## src/rtl/vic_pkg.sv

```systemverilog
package vic_pkg;
  localparam int unsigned REG_RAW  = 0;
  localparam int unsigned REG_FAST = 1;
  localparam int unsigned REG_NORM = 2;
  localparam int unsigned REG_EN   = 3;
  localparam int unsigned REG_SEL  = 4;
  localparam int unsigned REG_DFLT = 5;
  localparam int unsigned REG_VECT = 6;

  typedef enum logic [1:0] {
    RGN_BASE = 2'b00,
    RGN_RSV  = 2'b01,
    RGN_CTL  = 2'b10,
    RGN_ADR  = 2'b11
  } region_e;
endpackage

```

## src/rtl/vic_regs.sv

```systemverilog
module vic_regs
  import vic_pkg::*;
#(
  parameter int unsigned NSRC  = 32,
  parameter int unsigned NSLOT = 16,
  parameter int unsigned DW    = 32,
  parameter int unsigned SW    = $clog2(NSRC),
  parameter int unsigned IW    = $clog2(NSLOT),
  parameter int unsigned AW    = IW + 2
) (
  input  logic                       clk,
  input  logic                       rst,
  input  logic                       wr_en,
  input  logic [AW-1:0]              addr,
  input  logic [DW-1:0]              wdata,
  input  logic [IW-1:0]              lk_idx,
  output logic [NSRC-1:0]            src_en,
  output logic [NSRC-1:0]            src_fast,
  output logic [DW-1:0]              dflt_addr,
  output logic [NSLOT-1:0]           slot_en,
  output logic [NSLOT-1:0][SW-1:0]   slot_src,
  output logic [DW-1:0]              lk_addr,
  output logic [DW-1:0]              cfg_rdata
);
  region_e         rgn;
  logic [IW-1:0]   idx;
  logic [DW-1:0]   adr_mem [NSLOT];

  assign rgn = region_e'(addr[AW-1:AW-2]);
  assign idx = addr[IW-1:0];

  always_ff @(posedge clk) begin
    if (rst) begin
      src_en    <= '0;
      src_fast  <= '0;
      dflt_addr <= '0;
      slot_en   <= '0;
      slot_src  <= '0;
      for (int i = 0; i < NSLOT; i++) adr_mem[i] <= '0;
    end else if (wr_en) begin
      case (rgn)
        RGN_BASE: begin
          if (idx == IW'(REG_EN))   src_en    <= wdata[NSRC-1:0];
          if (idx == IW'(REG_SEL))  src_fast  <= wdata[NSRC-1:0];
          if (idx == IW'(REG_DFLT)) dflt_addr <= wdata;
        end
        RGN_CTL: begin
          slot_en[idx]  <= wdata[SW];
          slot_src[idx] <= wdata[SW-1:0];
        end
        RGN_ADR: adr_mem[idx] <= wdata;
        default: ;
      endcase
    end
  end

  assign lk_addr = adr_mem[lk_idx];

  always_comb begin
    cfg_rdata = '0;
    case (rgn)
      RGN_BASE: begin
        if (idx == IW'(REG_EN))   cfg_rdata = DW'(src_en);
        if (idx == IW'(REG_SEL))  cfg_rdata = DW'(src_fast);
        if (idx == IW'(REG_DFLT)) cfg_rdata = dflt_addr;
      end
      RGN_CTL: cfg_rdata = DW'({slot_en[idx], slot_src[idx]});
      RGN_ADR: cfg_rdata = adr_mem[idx];
      default: cfg_rdata = '0;
    endcase
  end
endmodule

```

## src/rtl/vic_arb.sv

```systemverilog
module vic_arb #(
  parameter int unsigned NSRC  = 32,
  parameter int unsigned NSLOT = 16,
  parameter int unsigned SW    = $clog2(NSRC),
  parameter int unsigned IW    = $clog2(NSLOT),
  parameter int unsigned LW    = $clog2(NSLOT + 2)
) (
  input  logic                      clk,
  input  logic                      rst,
  input  logic [NSRC-1:0]           req_norm,
  input  logic [NSLOT-1:0]          slot_en,
  input  logic [NSLOT-1:0][SW-1:0]  slot_src,
  input  logic [LW-1:0]             lvl_lim,
  output logic                      hit,
  output logic [IW-1:0]             win,
  output logic                      nv_pend
);
  logic [NSLOT-1:0] act;
  logic [NSLOT-1:0] elig;
  logic [NSRC-1:0]  bound;

  for (genvar g = 0; g < NSLOT; g++) begin : g_slot
    assign act[g]  = slot_en[g] & req_norm[slot_src[g]];
    assign elig[g] = act[g] & (LW'(g) < lvl_lim);
  end

  always_comb begin
    bound = '0;
    for (int i = 0; i < NSLOT; i++)
      if (slot_en[i]) bound[slot_src[i]] = 1'b1;
  end

  assign nv_pend = |(req_norm & ~bound);

  always_comb begin
    hit = 1'b0;
    win = '0;
    for (int i = NSLOT - 1; i >= 0; i--)
      if (elig[i]) begin
        hit = 1'b1;
        win = IW'(i);
      end
  end


  win_lowest_chk: assert property (@(posedge clk) disable iff (rst)
    hit |-> (elig[win] && ((elig & ((NSLOT'(1) << win) - NSLOT'(1))) == '0)));

  no_win_chk: assert property (@(posedge clk) disable iff (rst)
    !hit |-> (elig == '0));
endmodule

```

## src/rtl/vic_svc.sv

```systemverilog
module vic_svc #(
  parameter int unsigned NSLOT = 16,
  parameter int unsigned LW    = $clog2(NSLOT + 2)
) (
  input  logic          clk,
  input  logic          rst,
  input  logic          push,
  input  logic [LW-1:0] push_lvl,
  input  logic          pop,
  output logic [LW-1:0] cur_lvl
);
  localparam int unsigned NLVL = NSLOT + 1;
  logic [NLVL-1:0] open_q;

  always_ff @(posedge clk) begin
    if (rst)       open_q <= '0;
    else if (push) open_q[push_lvl] <= 1'b1;
    else if (pop)  open_q <= open_q & (open_q - NLVL'(1));
  end

  always_comb begin
    cur_lvl = LW'(NLVL);
    for (int i = NLVL - 1; i >= 0; i--)
      if (open_q[i]) cur_lvl = LW'(i);
  end


  push_above_chk: assert property (@(posedge clk) disable iff (rst)
    push |-> (push_lvl < cur_lvl));

  empty_close_chk: assert property (@(posedge clk) disable iff (rst)
    (pop && !push && open_q == '0) |=> (open_q == '0));
endmodule

```

## src/rtl/irq_vector_ctrl.sv

```systemverilog
module irq_vector_ctrl
  import vic_pkg::*;
#(
  parameter int unsigned NSRC  = 32,
  parameter int unsigned NSLOT = 16,
  parameter int unsigned DW    = 32,
  parameter int unsigned SW    = $clog2(NSRC),
  parameter int unsigned IW    = $clog2(NSLOT),
  parameter int unsigned AW    = IW + 2,
  parameter int unsigned LW    = $clog2(NSLOT + 2)
) (
  input  logic            clk,
  input  logic            rst,
  input  logic [NSRC-1:0] irq_req_i,
  input  logic            bus_sel_i,
  input  logic            bus_wr_i,
  input  logic [AW-1:0]   bus_addr_i,
  input  logic [DW-1:0]   bus_wdata_i,
  output logic [DW-1:0]   bus_rdata_o,
  output logic            fiq_o,
  output logic            irq_o,
  output logic [DW-1:0]   vect_o
);
  logic [NSRC-1:0]          src_en, src_fast, fast_req, norm_req;
  logic [DW-1:0]            dflt_addr, lk_addr, cfg_rdata, rd_mux, vect_nxt;
  logic [NSLOT-1:0]         slot_en;
  logic [NSLOT-1:0][SW-1:0] slot_src;
  logic [IW-1:0]            win;
  logic [LW-1:0]            cur_lvl, push_lvl;
  logic                     hit, nv_pend, dflt_ok, irq_nxt;
  logic                     base_rgn, wr_acc, rd_acc, rd_vect, wr_vect;
  logic [IW-1:0]            idx;

  assign wr_acc   = bus_sel_i & bus_wr_i;
  assign rd_acc   = bus_sel_i & ~bus_wr_i;
  assign base_rgn = (region_e'(bus_addr_i[AW-1:AW-2]) == RGN_BASE);
  assign idx      = bus_addr_i[IW-1:0];
  assign rd_vect  = rd_acc & base_rgn & (idx == IW'(REG_VECT));
  assign wr_vect  = wr_acc & base_rgn & (idx == IW'(REG_VECT));

  vic_regs #(.NSRC(NSRC), .NSLOT(NSLOT), .DW(DW), .SW(SW), .IW(IW), .AW(AW)) u_regs (
    .clk(clk), .rst(rst), .wr_en(wr_acc), .addr(bus_addr_i), .wdata(bus_wdata_i),
    .lk_idx(win), .src_en(src_en), .src_fast(src_fast), .dflt_addr(dflt_addr),
    .slot_en(slot_en), .slot_src(slot_src), .lk_addr(lk_addr), .cfg_rdata(cfg_rdata)
  );

  assign fast_req = irq_req_i & src_en & src_fast;
  assign norm_req = irq_req_i & src_en & ~src_fast;

  vic_arb #(.NSRC(NSRC), .NSLOT(NSLOT), .SW(SW), .IW(IW), .LW(LW)) u_arb (
    .clk(clk), .rst(rst), .req_norm(norm_req), .slot_en(slot_en), .slot_src(slot_src),
    .lvl_lim(cur_lvl), .hit(hit), .win(win), .nv_pend(nv_pend)
  );

  assign dflt_ok  = (cur_lvl == LW'(NSLOT + 1));
  assign irq_nxt  = hit | (nv_pend & dflt_ok);
  assign vect_nxt = hit ? lk_addr : dflt_addr;
  assign push_lvl = hit ? LW'(win) : LW'(NSLOT);

  vic_svc #(.NSLOT(NSLOT), .LW(LW)) u_svc (
    .clk(clk), .rst(rst), .push(rd_vect & irq_nxt), .push_lvl(push_lvl),
    .pop(wr_vect), .cur_lvl(cur_lvl)
  );

  always_comb begin
    rd_mux = cfg_rdata;
    if (base_rgn) begin
      if (idx == IW'(REG_RAW))  rd_mux = DW'(irq_req_i);
      if (idx == IW'(REG_FAST)) rd_mux = DW'(fast_req);
      if (idx == IW'(REG_NORM)) rd_mux = DW'(norm_req);
      if (idx == IW'(REG_VECT)) rd_mux = vect_nxt;
    end
  end

  always_ff @(posedge clk) begin
    if (rst) begin
      fiq_o       <= 1'b0;
      irq_o       <= 1'b0;
      vect_o      <= '0;
      bus_rdata_o <= '0;
    end else begin
      fiq_o  <= |fast_req;
      irq_o  <= irq_nxt;
      vect_o <= vect_nxt;
      if (rd_acc) bus_rdata_o <= rd_mux;
    end
  end


  fast_out_chk: assert property (@(posedge clk) disable iff (rst)
    (|fast_req) |=> fiq_o);

  idle_claim_chk: assert property (@(posedge clk) disable iff (rst)
    (rd_vect && !irq_nxt) |=> $stable(cur_lvl));

  irq_src_chk: assert property (@(posedge clk) disable iff (rst)
    (!hit && !nv_pend) |=> !irq_o);
endmodule

```

## config.mk

```make
export PLATFORM = sky130hd
export DESIGN_NAME = irq_vector_ctrl
export DESIGN_NICKNAME = d
export VERILOG_FILES = /design/src/rtl/vic_pkg.sv /design/src/rtl/vic_regs.sv /design/src/rtl/vic_arb.sv /design/src/rtl/vic_svc.sv /design/src/rtl/irq_vector_ctrl.sv
export SDC_FILE = /design/constraint.sdc
export NUM_CORES = 2
export LEC_CHECK = 0
export BUFFER_PORTS_ARGS = -buffer_cell sky130_fd_sc_hd__buf_2
export CORE_UTILIZATION = 25
export DETAILED_ROUTE_END_ITERATION = 8
export MAX_ROUTING_LAYER = met4
export SETUP_SLACK_MARGIN = 0.5
export SYNTH_ARGS = -nofsm -noshare
export SYNTH_HDL_FRONTEND = slang
export SYNTH_HIERARCHICAL = 1
export SYNTH_SLANG_ARGS = --single-unit
```

## constraint.sdc

```tcl
create_clock -name clk -period 7.35 [get_ports clk]
set_input_delay 1.1025 -clock clk [delete_from_list [all_inputs] [get_ports clk]]
set_output_delay 1.1025 -clock clk [all_outputs]
set_load 0.03 [all_outputs]
```

==> flow_metrics.tcl <==
set metrics [dict create \
    status "finished, violations left" \
    violations "DRC" \
    clock-sinks 787 \
    synth-edff-count 512 \
    rrSetupSlack_ns 1.16 \
    yosysSeqAreaShare_pct 40.92 \
    nNetsFinal 4793 \
    routed_wl_um 272200 \
    p_leak_nw 18.23 \
    io_buffer_count 139 \
    clock_latency_ns 0.73 \
    r2r-end "bus_rdata_o[3]$_SDFFE_PP0N_" \
    die_w_um 453.8 \
    antenna_found_initial 41 \
    gp_congestion 1.071 \
    cts_hold_buf 0 \
    final.min_clock_period_ns 6.187 \
    synth_largest_area_cell "edfxtp_1" \
    vias 46390 \
    vdd_drop_max_mv 0.2213 \
    cts_tree "built" \
    ant_nets 0 \
    clock_path_buffers 3 \
    grt_overflow 0 \
    cap_violations 0 \
    finalSetupViolCount 0 \
    cp_cell_sequence "or3_1, o21ai_0, a21boi_1, buf_4, a21oi_1, nor2b_1, o21ai_0, a21oi_1, a2111oi_0, o211ai_1, nand3_4, buf_12, buf_4, mux4_2, mux4_2, mux2i_1, nand3_1, o211ai_1, a221oi_1" \
    slew_headroom_pct 4.887 \
    track_usage_pct 26.35 \
    ys_warn_count 6 \
    cts_max_level 3 \
    fmax_mhz 161.6 \
    dp.final_hpwl_um 180500 \
    hold_end "bus_rdata_o[31]$_SDFFE_PP0N_" \
    min_path_type "flip-flop to flip-flop" \
    postCtsSetupBuffers 0 \
    cp.arrival_ns 6.75 \
    crit_fanout 21 \
    vias_per_cell 6.177 \
    ys_types 91 \
    holdPathStages 2 \
    syn_nets 4823 \
    fillers 20660 \
    clkTransAtPathRegs_ns 0.06 \
    grt_first_pass_wirelength_um 369400 \
    post_drt_wl_per_cell_um 36.24 \
    coreArea_sq_um 202500 \
    cpMaxStageDelayCell "o21ai_0" \
    synth_area_leaders "edfxtp_1, mux4_2, dfxtp_1, and2_1, mux2i_1" \
    path_buf_inv 3 \
    max_stage_delay_ns 0.77 \
    post-route-period-util_pct 84.18 \
    cts-buffers-inserted 88 \
    ios 140 \
    grt_pass1_vias 44070 \
    ys_seq_elements 787 \
    hold_violations 0 \
    crit_required_ns 7.91 \
    reg2reg_depth 19 \
    rsz0062_at_grt "false" \
    synthToLayoutAreaGrowth_pct 14.52 \
    drive_gt1_share_pct 23.28 \
    cp-end-kind "flip-flop" \
    tightest_slew_ns 1.421 \
    rows 165 \
    grt_max_degree 90 \
    critPathLaunchType "flip-flop" \
    worstHoldStart "bus_rdata_o[31]$_SDFFE_PP0N_" \
    skew_ns 0.08938 \
    async_flop_share_pct 0 \
    die_h_um 453.8 \
    synthCells 4749 \
    dr.first_iter.drc_count 8208 \
    crit_type "flip-flop to flip-flop" \
    synth_area_per_cell_sq_um 10.74 \
    die_area_sq_um 205900 \
    start_util_pct 25.20 \
    drv_slew 0 \
    synthesis.area_sq_um 51030 \
    cp_top_family "compound AO/OA/AOI/OAI gates" \
    clock-root-buffer "clkbuf_16" \
    drc_errors 6 \
    setup_tns_ns 0 \
    synth_top_cell_area_share_pct 30.13 \
    synthFlopType "edfxtp_1" \
    dr.pass1.iters 9 \
    pwr_density_cell_nw_per_um2 182.8 \
    holdWs_ns 0.4714 \
    timing.rr.start "u_svc/open_q[12]$_SDFFE_PP0P_" \
    cts_resized 0 \
]
==> worst max path at each step <==
stage                             startpoint                           end  slack, ns  depth (start not counted)
4_1_cts        u_svc/open_q[12]$_SDFFE_PP0P_   bus_rdata_o[3]$_SDFFE_PP0N_       1.38                         19
5_1_grt        u_svc/open_q[12]$_SDFFE_PP0P_   bus_rdata_o[3]$_SDFFE_PP0N_       0.99                         19
6_report       u_svc/open_q[12]$_SDFFE_PP0P_   bus_rdata_o[3]$_SDFFE_PP0N_       1.16                         19
2_1_floorplan                  irq_req_i[27]  bus_rdata_o[11]$_SDFFE_PP0N_       2.22                         18
3_3_place_gp                    irq_req_i[3]   bus_rdata_o[3]$_SDFFE_PP0N_       0.75                         17
3_5_place_dp                    irq_req_i[3]   bus_rdata_o[3]$_SDFFE_PP0N_       0.79                         20
==> layout make-up <==
cell class	instances	area [sq um]	share of cell area, %
well taps	2672	3343	5.721
clock buffers	117	2445	4.184
inverters	60	225.2	0.3854
repair buffers	389	2711	4.640
clock inverters	47	737.0	1.261
multi-input cells	3393	27980	47.88
diodes	45	112.6	0.1927
flip-flops and latches	787	20880	35.74
==> cells in the final DEF (no fill, tap or decap), types with 32 or more instances in the layout <==
cell	instances
dfxtp_1	273
a21oi_1	184
diode_2	45
nor2b_1	32
inv_1	60
and2_1	456
o211ai_1	41
and3_1	113
nand3b_1	78
nor2_1	253
buf_4	241
o22ai_1	164
nand2b_1	37
nand3_1	169
buf_2	136
mux4_2	390
edfxtp_1	512
nor3_1	54
a211oi_1	84
mux2i_1	253
clkbuf_16	88
or3b_2	35
nand2_1	408
o21ai_0	97
==> where the power goes <==
group | switching, mW | internal [mW] | leakage, nW | total [mW]
combinational | 0.564 | 0.315 | 9.62 | 0.879
sequential | 0.0976 | 4.86 | 7.08 | 4.96
clock | 1.98 | 2.86 | 1.53 | 4.85
total | 2.65 | 8.04 | 18.2 | 10.7
==> stage by stage <==
stage	std cells	power [mW]	setup WS (ns)	cell area [sq um]	util [%]
3_5_place_dp	7300	5.905	0.7917	55130	27.22
2_1_floorplan	4749	5.548	2.222	51030	-
3_3_place_gp	7299	5.889	0.7507	55120	27.22
6_report	7510	10.68	1.163	58430	28.85
4_1_cts	7464	10.70	1.383	58310	28.79
5_1_grt	7503	10.91	0.9863	58420	28.84
==> cell usage after synthesis, drive strengths merged (32+ instances only) <==
cell,count
edfxtp,512
and2,456
nand2,410
mux4,393
clkbuf,376
nor2,279
dfxtp,275
mux2i,253
a21oi,185
nand3,171
o22ai,164
buf,133
o21ai,127
and3,114
a211oi,85
nor3,85
nand3b,79
inv,60
a221oi,48
o211ai,41
nand2b,38
or3b,37
nor2b,33
nor3b,32
nor4,32
==> flip-flops by register name (all words and copies together), names as in the netlist <==
| signal | count |
|---|---|
| u_svc/open_q | 17 |
| irq_o | 1 |
| fiq_o | 1 |
| vect_o | 32 |
| u_regs/src_en | 32 |
| u_regs/slot_src | 80 |
| u_regs/adr_mem | 512 |
| bus_rdata_o | 32 |
| u_regs/slot_en | 16 |
| u_regs/dflt_addr | 32 |
| u_regs/src_fast | 32 |
==> metal layers <==
metal  share of wire (%)  vias to the layer above  track usage, %
met5                   0                        -               -
met4                 7.9                        0           18.55
met3                  12                      982           6.899
met2                  43                     3924           37.81
met1                  36                    23320           32.03
li1                    -                    18160               -
==> worst reg2reg max path, cell delays in order (launching register included) <==
cell and delay, ns:
dfxtp_1 0.36, or3_1 0.46, o21ai_0 0.19, a21boi_1 0.11, buf_4 0.21, a21oi_1 0.18, nor2b_1 0.06, o21ai_0 0.77
a21oi_1 0.33, a2111oi_0 0.55, o211ai_1 0.23, nand3_4 0.11, buf_12 0.22, buf_4 0.30, mux4_2 0.53, mux4_2 0.46
mux2i_1 0.43, nand3_1 0.23, o211ai_1 0.20, a221oi_1 0.12
==> logic make-up (layout without fill, tap and decap cells) <==
kind of cell,count (synthesis),count (layout),share of synthesized area [%]
mux,659,659,22.62
other cells,0,45,0
compound gates,853,853,11.55
simple gates,1881,1881,20.17
buf+inv,569,613,4.742
flops,787,787,40.92
(Power assumes the default switching activity.)
